$ cat config.mk
export PLATFORM = sky130hd
export DESIGN_NAME = dupvar_guard
export DESIGN_NICKNAME = d
export VERILOG_FILES = /design/src/rtl/dupvar_pkg.sv /design/src/rtl/dupvar_bank.sv /design/src/rtl/dupvar_port_check.sv /design/src/rtl/dupvar_err_latch.sv /design/src/rtl/dupvar_guard.sv
export SDC_FILE = /design/constraint.sdc
export NUM_CORES = 1
export LEC_CHECK = 0
export BUFFER_PORTS_ARGS = -buffer_cell sky130_fd_sc_hd__buf_2
export CAP_MARGIN = 20
export CORE_MARGIN = 5
export CORE_UTILIZATION = 39
export DETAILED_ROUTE_END_ITERATION = 12
export GPL_ROUTABILITY_DRIVEN = 0
export PLACE_DENSITY_LB_ADDON = 0.3
export SKIP_CTS_REPAIR_TIMING = 1
export SYNTH_ARGS = -nofsm -noshare
export SYNTH_HDL_FRONTEND = slang
export SYNTH_SLANG_ARGS = --single-unit
$ cat constraint.sdc
create_clock -name clk -period 2.8 [get_ports clk]
set_input_delay 0.28 -clock clk [delete_from_list [all_inputs] [get_ports clk]]
set_output_delay 0.28 -clock clk [all_outputs]
set_load 0.02 [all_outputs]
$ cat src/rtl/dupvar_pkg.sv
package dupvar_pkg;
  localparam int unsigned NUM_PORTS = 2;
  localparam int unsigned NUM_BANKS = 2;

  typedef enum logic [0:0] {
    PORT_RD   = 1'b0,
    PORT_COND = 1'b1
  } port_e;
endpackage

$ cat src/rtl/dupvar_bank.sv
module dupvar_bank
  import dupvar_pkg::*;
#(
  parameter int unsigned NUM_VARS = 16,
  parameter int unsigned DATA_W   = 16,
  parameter int unsigned IDX_W    = 4,
  parameter bit          INVERT   = 1'b0
) (
  input  logic              clk,
  input  logic              rst_n,
  input  logic              wr_en,
  input  logic [IDX_W-1:0]  wr_idx,
  input  logic [DATA_W-1:0] wr_data,
  input  logic              frc_en,
  input  logic [IDX_W-1:0]  frc_idx,
  input  logic [DATA_W-1:0] frc_raw,
  input  logic [IDX_W-1:0]  lk_idx [NUM_PORTS],
  output logic [DATA_W-1:0] lk_val [NUM_PORTS]
);
  localparam logic [DATA_W-1:0] RST_RAW = INVERT ? '1 : '0;

  logic [DATA_W-1:0] enc_wr;
  logic [DATA_W-1:0] cell_q [NUM_VARS];

  // stored encoding: true or inverted, chosen per bank
  generate
    if (INVERT) begin : g_inv
      assign enc_wr = ~wr_data;
    end else begin : g_true
      assign enc_wr = wr_data;
    end
  endgenerate

  for (genvar v = 0; v < NUM_VARS; v++) begin : g_cell
    logic              wr_hit;
    logic              frc_hit;
    logic              cell_en;
    logic [DATA_W-1:0] cell_d;

    always_comb begin
      wr_hit  = wr_en  && (wr_idx  == IDX_W'(v));
      frc_hit = frc_en && (frc_idx == IDX_W'(v));
      cell_en = wr_hit || frc_hit;
      // a write overrides an injection landing on the same cell
      cell_d  = wr_hit ? enc_wr : frc_raw;
    end

    always_ff @(posedge clk or negedge rst_n) begin
      if (!rst_n) begin
        cell_q[v] <= RST_RAW;
      end else if (cell_en) begin
        cell_q[v] <= cell_d;
      end
    end
  end

  for (genvar p = 0; p < NUM_PORTS; p++) begin : g_lookup
    logic [DATA_W-1:0] raw;
    logic              in_range;
    always_comb begin
      in_range = ({1'b0, lk_idx[p]} < (IDX_W+1)'(NUM_VARS));
      raw      = in_range ? cell_q[lk_idx[p]] : RST_RAW;
      lk_val[p] = INVERT ? ~raw : raw;
    end
  end
endmodule

$ cat src/rtl/dupvar_port_check.sv
module dupvar_port_check #(
  parameter int unsigned DATA_W = 16,
  parameter int unsigned IDX_W  = 4
) (
  input  logic              clk,
  input  logic              rst_n,
  input  logic              req_en,
  input  logic [IDX_W-1:0]  req_idx,
  input  logic [DATA_W-1:0] val0,
  input  logic [DATA_W-1:0] val1,
  input  logic              wr_en,
  input  logic [IDX_W-1:0]  wr_idx,
  input  logic [DATA_W-1:0] wr_data,
  output logic              hit_now,
  output logic              out_valid,
  output logic [DATA_W-1:0] out_data,
  output logic              out_mism
);
  logic              byp;
  logic [DATA_W-1:0] data_d;
  logic              valid_q;
  logic              mism_q;
  logic [DATA_W-1:0] data_q;

  // next-state: bypass the write, else compare both decoded copies
  always_comb begin
    byp     = wr_en && (wr_idx == req_idx);
    data_d  = byp ? wr_data : val0;
    hit_now = req_en && !byp && (val0 != val1);
  end

  always_ff @(posedge clk or negedge rst_n) begin
    if (!rst_n) begin
      valid_q <= 1'b0;
      mism_q  <= 1'b0;
      data_q  <= '0;
    end else begin
      valid_q <= req_en;
      mism_q  <= hit_now;
      if (req_en) begin
        data_q <= data_d;
      end
    end
  end

  assign out_valid = valid_q;
  assign out_data  = data_q;
  assign out_mism  = mism_q;
endmodule

$ cat src/rtl/dupvar_err_latch.sv
module dupvar_err_latch
  import dupvar_pkg::*;
#(
  parameter int unsigned IDX_W = 4
) (
  input  logic             clk,
  input  logic             rst_n,
  input  logic             clear,
  input  logic             hit_rd,
  input  logic [IDX_W-1:0] idx_rd,
  input  logic             hit_cond,
  input  logic [IDX_W-1:0] idx_cond,
  output logic             err_flag,
  output logic [IDX_W-1:0] err_idx,
  output logic             err_on_cond
);
  logic             flag_q, flag_d;
  logic [IDX_W-1:0] idx_q,  idx_d;
  port_e            src_q,  src_d;
  logic             upd;

  always_comb begin
    flag_d = flag_q;
    idx_d  = idx_q;
    src_d  = src_q;
    upd    = 1'b0;
    if (hit_rd || hit_cond) begin
      upd    = 1'b1;
      flag_d = 1'b1;
      if (!flag_q || clear) begin
        // read port has priority over the condition port
        idx_d = hit_rd ? idx_rd : idx_cond;
        src_d = hit_rd ? PORT_RD : PORT_COND;
      end
    end else if (clear) begin
      upd    = 1'b1;
      flag_d = 1'b0;
      idx_d  = '0;
      src_d  = PORT_RD;
    end
  end

  always_ff @(posedge clk or negedge rst_n) begin
    if (!rst_n) begin
      flag_q <= 1'b0;
      idx_q  <= '0;
      src_q  <= PORT_RD;
    end else if (upd) begin
      flag_q <= flag_d;
      idx_q  <= idx_d;
      src_q  <= src_d;
    end
  end

  assign err_flag    = flag_q;
  assign err_idx     = idx_q;
  assign err_on_cond = (src_q == PORT_COND);
endmodule

$ cat src/rtl/dupvar_guard.sv
module dupvar_guard
  import dupvar_pkg::*;
#(
  parameter int unsigned NUM_VARS = 16,
  parameter int unsigned DATA_W   = 16,
  localparam int unsigned IDX_W   = (NUM_VARS > 1) ? $clog2(NUM_VARS) : 1
) (
  input  logic              clk,
  input  logic              rst_n,
  input  logic              wr_en,
  input  logic [IDX_W-1:0]  wr_idx,
  input  logic [DATA_W-1:0] wr_data,
  input  logic              rd_en,
  input  logic [IDX_W-1:0]  rd_idx,
  output logic              rd_valid,
  output logic [DATA_W-1:0] rd_data,
  output logic              rd_mismatch,
  input  logic              cond_en,
  input  logic [IDX_W-1:0]  cond_idx,
  output logic              cond_valid,
  output logic [DATA_W-1:0] cond_data,
  output logic              cond_mismatch,
  input  logic              err_clear,
  output logic              err_flag,
  output logic [IDX_W-1:0]  err_idx,
  output logic              err_on_cond,
  input  logic              inj_en,
  input  logic [1:0]        inj_bank_sel,
  input  logic [IDX_W-1:0]  inj_idx,
  input  logic [DATA_W-1:0] inj_raw
);
  logic [IDX_W-1:0]  lk_idx  [NUM_PORTS];
  logic              lk_en   [NUM_PORTS];
  logic [DATA_W-1:0] bank_val [NUM_BANKS][NUM_PORTS];
  logic              hit     [NUM_PORTS];
  logic              p_valid [NUM_PORTS];
  logic [DATA_W-1:0] p_data  [NUM_PORTS];
  logic              p_mism  [NUM_PORTS];

  assign lk_idx[PORT_RD]   = rd_idx;
  assign lk_idx[PORT_COND] = cond_idx;
  assign lk_en[PORT_RD]    = rd_en;
  assign lk_en[PORT_COND]  = cond_en;

  for (genvar b = 0; b < NUM_BANKS; b++) begin : g_bank
    dupvar_bank #(
      .NUM_VARS (NUM_VARS),
      .DATA_W   (DATA_W),
      .IDX_W    (IDX_W),
      .INVERT   (b == 1)
    ) bank_i (
      .clk     (clk),
      .rst_n   (rst_n),
      .wr_en   (wr_en),
      .wr_idx  (wr_idx),
      .wr_data (wr_data),
      .frc_en  (inj_en && inj_bank_sel[b]),
      .frc_idx (inj_idx),
      .frc_raw (inj_raw),
      .lk_idx  (lk_idx),
      .lk_val  (bank_val[b])
    );
  end

  for (genvar p = 0; p < NUM_PORTS; p++) begin : g_port
    dupvar_port_check #(
      .DATA_W (DATA_W),
      .IDX_W  (IDX_W)
    ) chk_i (
      .clk       (clk),
      .rst_n     (rst_n),
      .req_en    (lk_en[p]),
      .req_idx   (lk_idx[p]),
      .val0      (bank_val[0][p]),
      .val1      (bank_val[1][p]),
      .wr_en     (wr_en),
      .wr_idx    (wr_idx),
      .wr_data   (wr_data),
      .hit_now   (hit[p]),
      .out_valid (p_valid[p]),
      .out_data  (p_data[p]),
      .out_mism  (p_mism[p])
    );
  end

  dupvar_err_latch #(
    .IDX_W (IDX_W)
  ) err_i (
    .clk         (clk),
    .rst_n       (rst_n),
    .clear       (err_clear),
    .hit_rd      (hit[PORT_RD]),
    .idx_rd      (rd_idx),
    .hit_cond    (hit[PORT_COND]),
    .idx_cond    (cond_idx),
    .err_flag    (err_flag),
    .err_idx     (err_idx),
    .err_on_cond (err_on_cond)
  );

  assign rd_valid      = p_valid[PORT_RD];
  assign rd_data       = p_data[PORT_RD];
  assign rd_mismatch   = p_mism[PORT_RD];
  assign cond_valid    = p_valid[PORT_COND];
  assign cond_data     = p_data[PORT_COND];
  assign cond_mismatch = p_mism[PORT_COND];
endmodule

==> metrics.md <==
| Metric | Value |
|---|---|
| Routed length per placed instance | 28.8 µm |
| Root Buffer | clkbuf_16 |
| Vias post-DR | 28700 |
| # rows | 109 |
| Synth area leaders | dfrtp_1 21%, dfstp_2 19%, mux2i_1 15% |
| GRT Resource Usage Total | 27.7% |
| Core Util, Final | 47.8% |
| Setup crit end kind | flip-flop |
| Largest family of logic cells by synthesized area | multiplexers |
| Placeable Area | 88800 µm² |
| Post-synthesis xor/xnor area fraction | 0.600% |
| Worst setup margin | -361 ps |
| Final setup viols | 7 |
| Top cell type's share of synthesized area | 21.3% |
| Combinational power share | 29.6% |
| Complex-gate fraction of the synthesized area | 16.4% |
| Buffers on Ports | 98 |
| Mux contribution to synthesized area | 32.0% |
| RSZ-0062 raised after global routing | true |
| Min Clock Period, post-route | 3160 ps |
| Die Width | 310 µm |
| Crit path max fanout | 4 |
| Synth cell types | 61 |
| Leak pwr | 18.7 nW |
| Status | complete, but fails checks |
| Clock Path Buffers | 3 |
| Total gr overflow | 0 |
| Pins Over Slew Limit | 0 |
| First-pass GRT wire length | 197000 µm |
| Crit path DAT | 3690 ps |
| Die area | 95900 µm² |
| Int Power | 0.0215 W |
| Syn nets | 3217 |
| Pre-antenna DRT Iters | 5 |
| Initial Utilization | 39.4% |
| Starting DRT DRC Count | 2904 |
| Clk sinks | 554 |
| Number of synthesized flops with an enable pin | 0 |
| DPL Wire Length | 91300 µm |
| CTS clk-pin slew, worst paths | 60 ps |
| F_max | 316 MHz |
| MaxCap Viol Count | 0 |
| Initial antenna violation count | 18 |
| Max IR drop VDD | 421 µV |
| Final period utilization | 113% |
| CP Class | reg2reg |
| Final ANT Viol Nets | 0 |
| Switch Pwr | 0.00952 W |
| Slew HR | 48.3% |
| Post-synth top area cell | dfrtp_1 |
| Largest net degree at the start of global routing | 97 |
| Synth Register Bits | 554 |
| Worst Setup Start Kind | flip-flop |
| CTS H-Tree Depth | 3 |
| Violated checks | setup timing |
| Worst-Skew Late Latency | 630 ps |
| I/O pins | 99 |
| Pwr dens | 730 nW/µm² |
| Share of layout cells above drive strength 1 | 40.5% |
| Sequential element share of the synthesized area | 40.5% |
| Async set-reset flop share out of synthesis | 100% |
| Final hold vios | 0 |
| Post-Syn Area | 35000 µm² |
| Sw frac | 30.7% |
| Die Ht | 310 µm |
| Area growth syn-to-layout | 21.4% |
| Vias in the first global route | 28200 |
| Seq pwr share | 39.9% |
| Remaining routing DRC violations | 0 |
| Max Clock Skew | 18.6 ps |
| Top FF cell, synth | dfrtp_1 |
| Synth cell count leaders | 528 x mux2i_1, 298 x dfrtp_1, 268 x mux2_2 |
| Drt via density | 6.13 |
| TritonCTS clock tree | done |
| Setup TNS | -1930 ps |
| CTS buffer count | 66 |
| Worst-margin pin slew | 776 ps |
| Final #Nets | 3526 |
| Synth Area in Simple Gates | 5.86% |
| Adder-Cell Fraction of Synth Area | 0% |
| Post-Syn Instances | 3160 |
| Clock share of power | 30.5% |
| CP required | 3330 ps |
| Mean post-synth cell area | 11.1 µm² |
| Ys Warns | 0 |
| Total Wirelength | 135000 µm |
| Most common cell in the synthesized netlist | mux2i_1 |
| Hold Crit Class | in2reg |
==> layer usage <==
layer	track usage [%]	share of wire, %	vias up	routed length, µm
met5	0	0.056	-	76
met4	13.6	5.7	12	7780
met3	5.71	8.5	363	11500
met2	43.3	44	1311	60200
met1	37.1	41	14500	55800
li1	-	-	12500	-
==> flip-flops by register name, indices dropped and copies added (netlist names) <==
register,flops
g_bank.bank_i.cell_q,512
g_port.chk_i.out_data,32
err_i.err_idx,4
g_port.chk_i.out_mism,2
g_port.chk_i.out_valid,2
err_i.err_flag,1
err_i.err_on_cond,1
==> placed cells by master (no fill, tap or decap), types with 9 or more instances in the layout <==
cell type	instances
a221oi_2	31
nor2_4	12
nand2b_1	11
mux2_2	268
a21o_1	178
o21ai_0	114
xor2_1	9
a221oi_1	81
clkbuf_1	18
buf_4	408
nor2_2	9
bufinv_16	10
clkbuf_16	71
dfrtp_1	298
a22oi_1	40
nor2_1	233
buf_12	55
a21oi_1	226
buf_2	93
clkbuf_8	10
nand2_1	107
a211oi_1	11
nor3_1	11
o21a_1	89
mux4_2	127
nand4_1	14
a221o_1	13
xnor2_1	13
mux2i_1	526
dfstp_2	256
inv_1	21
==> layout make-up <==
type	instances	area, µm²
fill	8115	46300
multi-input combinational	2261	19700
sequential	554	14200
timing repair buffer	563	4720
clock buffer	99	1980
tap	1165	1460
clock inverter	21	364
inverter	23	86.3
antenna	4	10.0
==> worst paths after layout <==
kind	startpoint	end	slack, ps	cells after the start
max in group asynchronous	rst_n	g_bank[1].bank_i.cell_q[205]	1650	3
min in group asynchronous	rst_n	g_bank[0].bank_i.cell_q[34]	180	2
max	g_bank[0].bank_i.cell_q[56]	err_i.err_idx[1]	-360	10
min	cond_en	g_port[1].chk_i.out_valid	120	2
min reg2reg	g_port[1].chk_i.out_data[6]	g_port[1].chk_i.out_data[6]	500	1
max reg2reg	g_bank[0].bank_i.cell_q[56]	err_i.err_idx[1]	-360	10
==> power by group through the flow <==
| stage | Combinational [W] | Clock [W] | Sequential (W) |
|---|---|---|---|
| 3_5_place_dp | 0.00897 | 0 | 0.0124 |
| 6_report | 0.00919 | 0.00945 | 0.0124 |
| 5_1_grt | 0.00988 | 0.00991 | 0.0126 |
| 3_3_place_gp | 0.00881 | 0 | 0.0124 |
| 4_1_cts | 0.00899 | 0.00961 | 0.0123 |
| 2_1_floorplan | 0.00570 | 0 | 0.0119 |
==> critical path, cell delays in order (launching register included) <==
cell and delay, ps:
dfrtp_1 410, mux4_1 510, nor2_1 190, a2bb2oi_2 190
a211oi_1 70, or4b_4 590, nor4_4 320, buf_12 160
a211oi_4 60, a211oi_4 360, mux2i_1 220
==> metrics by stage <==
step	instances	hold WS [ps]	setup slack (ps)	total power [W]	instance area, µm²
after global placement	4561	268	-924	0.0212	39900
after global routing	4689	129	-433	0.0324	42500
final	4690	115	-361	0.0310	42500
after detailed placement	4561	264	-889	0.0214	39900
after CTS	4681	-397	-399	0.0309	42200
after floorplan	3160	-15.6	-179	0.0176	35100
==> cells by family after synthesis <==
logic type             Yosys count
flip-flops                     554
AND/OR/NAND/NOR                469
multiplexers                   924
AO/OA/AOI/OAI                  844
buffers and inverters          345
XOR/XNOR                        24
Power figures use the tool's default switching activity.
